[config.mk]
export PLATFORM = sky130hd
export DESIGN_NAME = goertzel_dft_array
export DESIGN_NICKNAME = d
export VERILOG_FILES = /design/src/rtl/goertzel_dft_pkg.sv /design/src/rtl/dft_cmul.sv /design/src/rtl/dft_skew_stage.sv /design/src/rtl/dft_cell.sv /design/src/rtl/goertzel_dft_array.sv
export SDC_FILE = /design/constraint.sdc
export NUM_CORES = 2
export LEC_CHECK = 0
export BUFFER_PORTS_ARGS = -buffer_cell sky130_fd_sc_hd__clkbuf_2
export CAP_MARGIN = 20
export CORE_ASPECT_RATIO = 0.7
export CORE_MARGIN = 2
export CORE_UTILIZATION = 30
export DETAILED_ROUTE_END_ITERATION = 10
export PLACE_DENSITY = 0.53
export SETUP_SLACK_MARGIN = 0.4
export SYNTH_ARGS = -nofsm -noshare
export SYNTH_HDL_FRONTEND = slang
export SYNTH_SLANG_ARGS = --single-unit
[constraint.sdc]
create_clock -name clk -period 9.9 [get_ports clk]
set_input_delay 1.485 -clock clk [delete_from_list [all_inputs] [get_ports clk]]
set_output_delay 1.485 -clock clk [all_outputs]
set_load 0.02 [all_outputs]
[src/rtl/goertzel_dft_pkg.sv]
`timescale 1ns/1ps
// Package goertzel_dft_pkg
// Computes the rotation constants for the cells at elaboration time.
// Only basic real arithmetic is used (series expansions), so no math
// library is needed. Results are rounded to signed fixed point.
package goertzel_dft_pkg;

    localparam real TWO_PI = 6.283185307179586;
    localparam real PI     = 3.141592653589793;

    // Fold an angle into [-pi, pi] so the series converges quickly.
    function automatic real fold_angle(real a);
        real r;
        r = a;
        while (r > PI)  r = r - TWO_PI;
        while (r < -PI) r = r + TWO_PI;
        return r;
    endfunction

    // Cosine by Taylor series.
    function automatic real series_cos(real a);
        real x, term, sum;
        x    = fold_angle(a);
        term = 1.0;
        sum  = 1.0;
        for (int i = 1; i < 24; i++) begin
            term = -term * x * x / real'((2 * i - 1) * (2 * i));
            sum  = sum + term;
        end
        return sum;
    endfunction

    // Sine by Taylor series.
    function automatic real series_sin(real a);
        real x, term, sum;
        x    = fold_angle(a);
        term = x;
        sum  = x;
        for (int i = 1; i < 24; i++) begin
            term = -term * x * x / real'((2 * i) * (2 * i + 1));
            sum  = sum + term;
        end
        return sum;
    endfunction

    // Round a real value to an integer with 'frac' fractional bits.
    function automatic int to_fixed(real v, int frac);
        real scale;
        scale = 1.0;
        for (int i = 0; i < frac; i++) scale = scale * 2.0;
        if (v >= 0.0) return $rtoi(v * scale + 0.5);
        return -$rtoi(-v * scale + 0.5);
    endfunction

    // Real part of exp(+j*2*pi*k/n) in fixed point.
    function automatic int rot_re(int k, int n, int frac);
        return to_fixed(series_cos(TWO_PI * real'(k) / real'(n)), frac);
    endfunction

    // Imaginary part of exp(+j*2*pi*k/n) in fixed point.
    function automatic int rot_im(int k, int n, int frac);
        return to_fixed(series_sin(TWO_PI * real'(k) / real'(n)), frac);
    endfunction

endpackage

[src/rtl/dft_cmul.sv]
`timescale 1ns/1ps
// Module dft_cmul
// Combinational complex multiply of an accumulator value by a fixed-point
// constant. It uses four real products and two sums, then rounds half up
// back to the accumulator width.
// Assumes: the constant has FRAC fractional bits, and the rounded result
// fits in AW bits (the caller bounds the magnitude).
module dft_cmul #(
    parameter int AW   = 19,
    parameter int CW   = 16,
    parameter int FRAC = 14
) (
    input  logic signed [AW-1:0] a_re,
    input  logic signed [AW-1:0] a_im,
    input  logic signed [CW-1:0] c_re,
    input  logic signed [CW-1:0] c_im,
    output logic signed [AW-1:0] p_re,
    output logic signed [AW-1:0] p_im
);
    localparam int PW = AW + CW + 1;
    localparam logic signed [PW-1:0] HALF_LSB = PW'(1) <<< (FRAC - 1);

    logic signed [PW-1:0] ar, ai, cr, ci;
    logic signed [PW-1:0] sum_re, sum_im;

    // Widen the operands, form the cross products, round and shift down.
    always_comb begin
        ar     = PW'(a_re);
        ai     = PW'(a_im);
        cr     = PW'(c_re);
        ci     = PW'(c_im);
        sum_re = ar * cr - ai * ci + HALF_LSB;
        sum_im = ar * ci + ai * cr + HALF_LSB;
        p_re   = AW'(sum_re >>> FRAC);
        p_im   = AW'(sum_im >>> FRAC);
    end
endmodule

[src/rtl/dft_skew_stage.sv]
`timescale 1ns/1ps
// Module dft_skew_stage
// One register of the sample chain between neighbouring cells. It moves
// the valid flag, the frame marker and the data one cell per clock.
// Assumes: the chain advances every clock, whether or not the sample is
// valid.
module dft_skew_stage #(
    parameter int W = 16
) (
    input  logic                clk,
    input  logic                rst_n,
    input  logic                d_valid,
    input  logic                d_sof,
    input  logic signed [W-1:0] d_re,
    input  logic signed [W-1:0] d_im,
    output logic                q_valid,
    output logic                q_sof,
    output logic signed [W-1:0] q_re,
    output logic signed [W-1:0] q_im
);
    // Pass the sample to the next cell; reset clears the flags and data.
    always_ff @(posedge clk) begin
        if (!rst_n) begin
            q_valid <= 1'b0;
            q_sof   <= 1'b0;
            q_re    <= '0;
            q_im    <= '0;
        end else begin
            q_valid <= d_valid;
            q_sof   <= d_valid & d_sof;
            q_re    <= d_re;
            q_im    <= d_im;
        end
    end
endmodule

[src/rtl/dft_cell.sv]
`timescale 1ns/1ps
// Module dft_cell
// One cell of the array, holding one frequency bin. On each valid sample
// the accumulator becomes accumulator*rotation + sample. Sample 0 of a
// frame loads the accumulator directly instead. On the clock after
// sample N-1, the cell presents accumulator*rotation as its bin, for one
// cycle.
// Assumes: N >= 2. The incoming frame marker is only meaningful together
// with s_valid.
module dft_cell #(
    parameter  int N    = 3,
    parameter  int W    = 16,
    parameter  int CW   = 16,
    parameter  int AW   = W + $clog2(N) + 1,
    parameter  int K    = 0,
    localparam int CNTW = $clog2(N),
    localparam int FRAC = CW - 2
) (
    input  logic                 clk,
    input  logic                 rst_n,
    input  logic                 s_valid,
    input  logic                 s_sof,
    input  logic signed [W-1:0]  s_re,
    input  logic signed [W-1:0]  s_im,
    output logic                 o_valid,
    output logic signed [AW-1:0] o_re,
    output logic signed [AW-1:0] o_im
);
    localparam logic signed [CW-1:0] ROT_RE = CW'(goertzel_dft_pkg::rot_re(K, N, FRAC));
    localparam logic signed [CW-1:0] ROT_IM = CW'(goertzel_dft_pkg::rot_im(K, N, FRAC));

    logic signed [AW-1:0] acc_re, acc_im;
    logic signed [AW-1:0] prod_re, prod_im;
    logic [CNTW-1:0]      cnt, pos;
    logic                 is_first, is_last, done_q;

    dft_cmul #(.AW(AW), .CW(CW), .FRAC(FRAC)) u_rot (
        .a_re (acc_re),
        .a_im (acc_im),
        .c_re (ROT_RE),
        .c_im (ROT_IM),
        .p_re (prod_re),
        .p_im (prod_im)
    );

    // Phase of the incoming sample: the frame marker forces phase zero.
    always_comb begin
        pos      = s_sof ? '0 : cnt;
        is_first = (pos == '0);
        is_last  = (pos == CNTW'(N - 1));
    end

    // Recursive accumulation and phase count on each valid sample.
    always_ff @(posedge clk) begin
        if (!rst_n) begin
            acc_re <= '0;
            acc_im <= '0;
            cnt    <= '0;
            done_q <= 1'b0;
        end else begin
            done_q <= s_valid & is_last;
            if (s_valid) begin
                acc_re <= is_first ? AW'(s_re) : prod_re + AW'(s_re);
                acc_im <= is_first ? AW'(s_im) : prod_im + AW'(s_im);
                cnt    <= is_last ? '0 : pos + CNTW'(1);
            end
        end
    end

    // Present the final rotation for one cycle after a frame completes.
    always_ff @(posedge clk) begin
        if (!rst_n) begin
            o_valid <= 1'b0;
            o_re    <= '0;
            o_im    <= '0;
        end else begin
            o_valid <= done_q;
            o_re    <= done_q ? prod_re : '0;
            o_im    <= done_q ? prod_im : '0;
        end
    end


    pulse_len_chk: assert property (@(posedge clk) disable iff (!rst_n)
        o_valid |=> !o_valid);


    idle_zero_chk: assert property (@(posedge clk) disable iff (!rst_n)
        !o_valid |-> (o_re == '0 && o_im == '0));


    sof_phase_chk: assert property (@(posedge clk) disable iff (!rst_n)
        (s_valid && s_sof) |=> (cnt == CNTW'(1)));


    phase_range_chk: assert property (@(posedge clk) disable iff (!rst_n)
        int'(cnt) < N);


    idle_hold_chk: assert property (@(posedge clk) disable iff (!rst_n)
        !s_valid |=> ($stable(cnt) && $stable(acc_re) && $stable(acc_im)));
endmodule

[src/rtl/goertzel_dft_array.sv]
`timescale 1ns/1ps
// Module goertzel_dft_array
// Linear array of N bin cells fed by a sample chain that moves one cell
// per clock. Cell k therefore sees each frame k cycles after cell 0. The
// per-cell bins come out one per cycle and are merged onto a single
// output stream, tagged with the cell index.
// Assumes: N >= 2. Input magnitudes stay within the signed W-bit range.
module goertzel_dft_array #(
    parameter  int N    = 3,
    parameter  int W    = 16,
    parameter  int CW   = 16,
    localparam int AW   = W + $clog2(N) + 1,
    localparam int IDXW = $clog2(N)
) (
    input  logic                 clk,
    input  logic                 rst_n,
    input  logic                 in_valid,
    input  logic                 in_sof,
    input  logic signed [W-1:0]  in_re,
    input  logic signed [W-1:0]  in_im,
    output logic                 bin_valid,
    output logic [IDXW-1:0]      bin_idx,
    output logic signed [AW-1:0] bin_re,
    output logic signed [AW-1:0] bin_im
);
    logic                 tap_valid [N];
    logic                 tap_sof   [N];
    logic signed [W-1:0]  tap_re    [N];
    logic signed [W-1:0]  tap_im    [N];

    logic [N-1:0]         cell_v;
    logic signed [AW-1:0] cell_re [N];
    logic signed [AW-1:0] cell_im [N];

    // Head of the chain is the input port itself.
    assign tap_valid[0] = in_valid;
    assign tap_sof[0]   = in_sof;
    assign tap_re[0]    = in_re;
    assign tap_im[0]    = in_im;

    for (genvar k = 1; k < N; k++) begin : g_chain
        dft_skew_stage #(.W(W)) u_stage (
            .clk     (clk),
            .rst_n   (rst_n),
            .d_valid (tap_valid[k-1]),
            .d_sof   (tap_sof[k-1]),
            .d_re    (tap_re[k-1]),
            .d_im    (tap_im[k-1]),
            .q_valid (tap_valid[k]),
            .q_sof   (tap_sof[k]),
            .q_re    (tap_re[k]),
            .q_im    (tap_im[k])
        );
    end

    for (genvar k = 0; k < N; k++) begin : g_cell
        dft_cell #(.N(N), .W(W), .CW(CW), .AW(AW), .K(k)) u_cell (
            .clk     (clk),
            .rst_n   (rst_n),
            .s_valid (tap_valid[k]),
            .s_sof   (tap_sof[k]),
            .s_re    (tap_re[k]),
            .s_im    (tap_im[k]),
            .o_valid (cell_v[k]),
            .o_re    (cell_re[k]),
            .o_im    (cell_im[k])
        );
    end

    // Merge the cell results: at most one cell presents a bin per cycle.
    always_comb begin
        bin_valid = |cell_v;
        bin_idx   = '0;
        bin_re    = '0;
        bin_im    = '0;
        for (int k = 0; k < N; k++) begin
            if (cell_v[k]) begin
                bin_idx = IDXW'(k);
                bin_re  = cell_re[k];
                bin_im  = cell_im[k];
            end
        end
    end


    one_bin_chk: assert property (@(posedge clk) disable iff (!rst_n)
        $onehot0(cell_v));
endmodule

==> results.json <==
{
  "fin_cells": 6544,
  "hold_viol_final": 0,
  "worst_path_most_repeated_cell": "ha_1",
  "start_util_pct": 30.3,
  "hp-start": "g_chain[2].u_stage.q_re[3]$_SDFF_PN0_",
  "final_common_cell": "inv_1",
  "wire_per_inst_um": 20.6,
  "synth_area_leaders": "fa_1 24%, ha_1 22%, dfxtp_1 15%",
  "finalCritPeriodShare_pct": 85.8,
  "drc": 0,
  "r2r-start": "g_cell[2].u_cell.acc_re[2]$_SDFFE_PN0P_",
  "clk_pin_slew_ps": 60,
  "rr_endpoint": "g_cell[2].u_cell.acc_re[18]$_SDFFE_PN0P_",
  "track_usage_pct": 19.0,
  "seqCellArea_um2": 6170,
  "cts_htree_levels": 2,
  "cts-root-buf": "clkbuf_16",
  "worst_hold_path.endpoint": "g_cell[2].u_cell.acc_re[3]$_SDFFE_PN0P_",
  "layout_min_cycle_time_ps": 8490,
  "rows": 114,
  "layout_common_cells": "987 x inv_1, 748 x ha_1, 513 x fa_1",
  "multi_input_area_um2": 31700,
  "drtIter0Drc": 2532,
  "worst_clock_skew_ps": 24.8,
  "required_ps": 10370,
  "cts_resized": 0,
  "synth_top_area_share_pct": 24.5,
  "fmax_mhz": 118,
  "status": "completed",
  "ys_warn_count": 0,
  "fillers": 14400,
  "critPathSlowestCell": "nor4_1",
  "syn_avg_cell_area_um2": 9.10,
  "worstHoldPathCells": 2,
  "yosysSeqAreaShare_pct": 14.7,
  "setup_viol": 0,
  "dp_worst_setup_slack_ps": 1610,
  "post_cts_buffers": 0,
  "ant_nets": 0,
  "firstDrtPassIters": 8,
  "crit_arrival_ps": 8960,
  "syn_nets": 5909,
  "slowest_delay_ps": 1040,
  "slew_headroom_pct": 15.4,
  "cts_hold_buf": 0,
  "drive_above_1_share_pct": 4.91,
  "yosysTopAreaCell": "fa_1",
  "die_area_um2": 143000,
  "dominantRegCellSynth": "dfxtp_1",
  "worstSetupEndpointType": "register",
  "max_cap_viol_count": 0,
  "antenna_found_initial": 9,
  "hold_path.class": "register to register",
  "ys_types": 95,
  "cts_buffers": 40,
  "dieWidth_um": 451,
  "worst_pin_slew_ps": 1260,
  "rsz0062_at_grt": "no",
  "critPathTopFamily": "simple AND/OR/NAND/NOR gates",
  "dp.cells": 6467,
  "wl_um": 135000,
  "portBuffers": 76,
  "grt_pass1_vias": 31200,
  "r2r_cells": 30,
  "synth_edf_count": 0,
  "setup_slack_ps": 1410,
  "post-dp-hpwl_um": 115000,
  "area_growth_pct": 9.62,
  "clk_latency_ps": 570,
  "io_pins": 77,
  "syn_inst": 4612,
  "clk_path_buf_depth": 3,
  "fin_tns_setup_ps": 0,
  "netlist_area_um2": 42000,
  "critical_path_class": "register to register",
  "die_h_um": 317,
  "core_um2": 139000,
  "ys_seq_elements": 308,
  "tritoncts": "yes",
  "path_buf_inv": 3,
  "start_kind": "register",
  "rrSetupSlack_ps": 1410,
  "synth-async-reset-ratio_pct": 0,
  "grt-ovfl-total": 0,
  "maxSlewViolCount": 0,
  "place.gp.congestion": 0.939,
  "via_per_inst": 4.79,
  "nNetsFinal": 5951,
  "cp_max_fo": 7,
  "grt_pass1_wl_um": 203000,
  "cts.sinks": 308,
  "grt_max_degree": 82,
  "vias": 31300
}
per-layer routing:
layer | vias to the layer above | wire, µm | track usage, %
met3 | 95 | 14200 | 6.25
met5 | - | 154 | 0.749
met1 | 15200 | 69900 | 30.2
li1 | 15000 | - | -
met4 | 2 | 2190 | 3.06
met2 | 1041 | 48400 | 24.2
registers in the layout (all words and copies together), names as in the netlist:
| signal | flops |
|---|---|
| g_cell.u_cell.acc_im | 57 |
| g_cell.u_cell.acc_re | 57 |
| g_cell.u_cell.o_im | 57 |
| g_cell.u_cell.o_re | 57 |
| g_chain.u_stage.q_im | 32 |
| g_chain.u_stage.q_re | 32 |
| g_cell.u_cell.cnt | 6 |
| g_cell.u_cell.done_q | 3 |
| g_cell.u_cell.o_valid | 3 |
| g_chain.u_stage.q_sof | 2 |
| g_chain.u_stage.q_valid | 2 |
cells in the mapped netlist (5+ instances only):
library cell,instances
nor3_1,56
o21bai_1,30
nand3b_1,8
and3_1,61
o21ai_0,170
a21oi_1,207
nand2_1,241
nand4_1,16
and4_1,6
a22oi_1,40
xnor2_1,225
or4_1,6
nor2b_1,23
o211ai_1,13
nor3b_1,8
xor2_1,64
or2_2,11
o31ai_1,8
and2_1,140
a41oi_1,7
a21o_1,57
a211oi_1,24
a211o_1,7
a31oi_1,30
nand3_1,54
clkbuf_1,101
ha_1,748
nor2_1,194
fa_1,513
inv_1,987
o31a_1,5
a311oi_1,46
nor4_1,7
o21a_1,20
nand2b_1,15
or3_1,20
o21ai_1,18
mux2i_1,24
dfxtp_1,308
worst min-delay path, cell delays in order (launching register included):
cell      delay [ps]
dfxtp_1          310
nand2_1           50
a311oi_1          70
how the worst max path moves through the flow:
stage | cells past startpoint | startpoint | end | slack (ps)
2_1_floorplan | 28 | g_cell[1].u_cell.acc_re[18]$_SDFFE_PN0P_ | g_cell[1].u_cell.acc_im[17]$_SDFFE_PN0P_ | 2200
3_5_place_dp | 31 | g_cell[2].u_cell.acc_re[2]$_SDFFE_PN0P_ | g_cell[2].u_cell.acc_re[18]$_SDFFE_PN0P_ | 1610
4_1_cts | 31 | g_cell[2].u_cell.acc_re[2]$_SDFFE_PN0P_ | g_cell[2].u_cell.acc_re[18]$_SDFFE_PN0P_ | 1580
6_report | 30 | g_cell[2].u_cell.acc_re[2]$_SDFFE_PN0P_ | g_cell[2].u_cell.acc_re[18]$_SDFFE_PN0P_ | 1410
3_3_place_gp | 30 | g_cell[2].u_cell.acc_re[2]$_SDFFE_PN0P_ | g_cell[2].u_cell.acc_re[18]$_SDFFE_PN0P_ | 1630
5_1_grt | 31 | g_cell[1].u_cell.acc_im[3]$_SDFFE_PN0P_ | g_cell[1].u_cell.acc_re[18]$_SDFFE_PN0P_ | 950
cells by family after synthesis:
logic type                 count (synthesis)  synth area share, %
adders and majority gates               1262                 46.8
buffers and inverters                   1102                 9.93
AOI/OAI and AO/OA                        738                 11.3
xor gates and xnor gates                 293                 6.20
and+or+nand+nor                          882                 10.5
DFF                                      308                 14.7
muxes                                     27                0.653
area by class of cell:
| class | instances | share of cell area (%) |
|---|---|---|
| Tap cell | 1856 | 5.05 |
| Antenna cell | 2 | 0.0109 |
| Inverter | 990 | 8.07 |
| Clock inverter | 23 | 0.734 |
| Timing Repair Buffer | 112 | 1.48 |
| Sequential cell | 308 | 13.4 |
| Clock buffer | 51 | 2.47 |
| Multi-Input combinational cell | 3202 | 68.8 |
stage by stage:
step / area [µm²] / hold WS (ps) / utilization [%]
after global placement: 44500 / 474 / 32.1
after CTS: 46000 / 464 / 33.2
after detailed placement: 44500 / 477 / 32.2
after floorplan: 42000 / 429 / -
final: 46000 / 464 / 33.2
after global routing: 46000 / 473 / 33.2
Power is not shown: default switching activity piles up to over one toggle a cycle in this logic, so the estimate is an artifact.
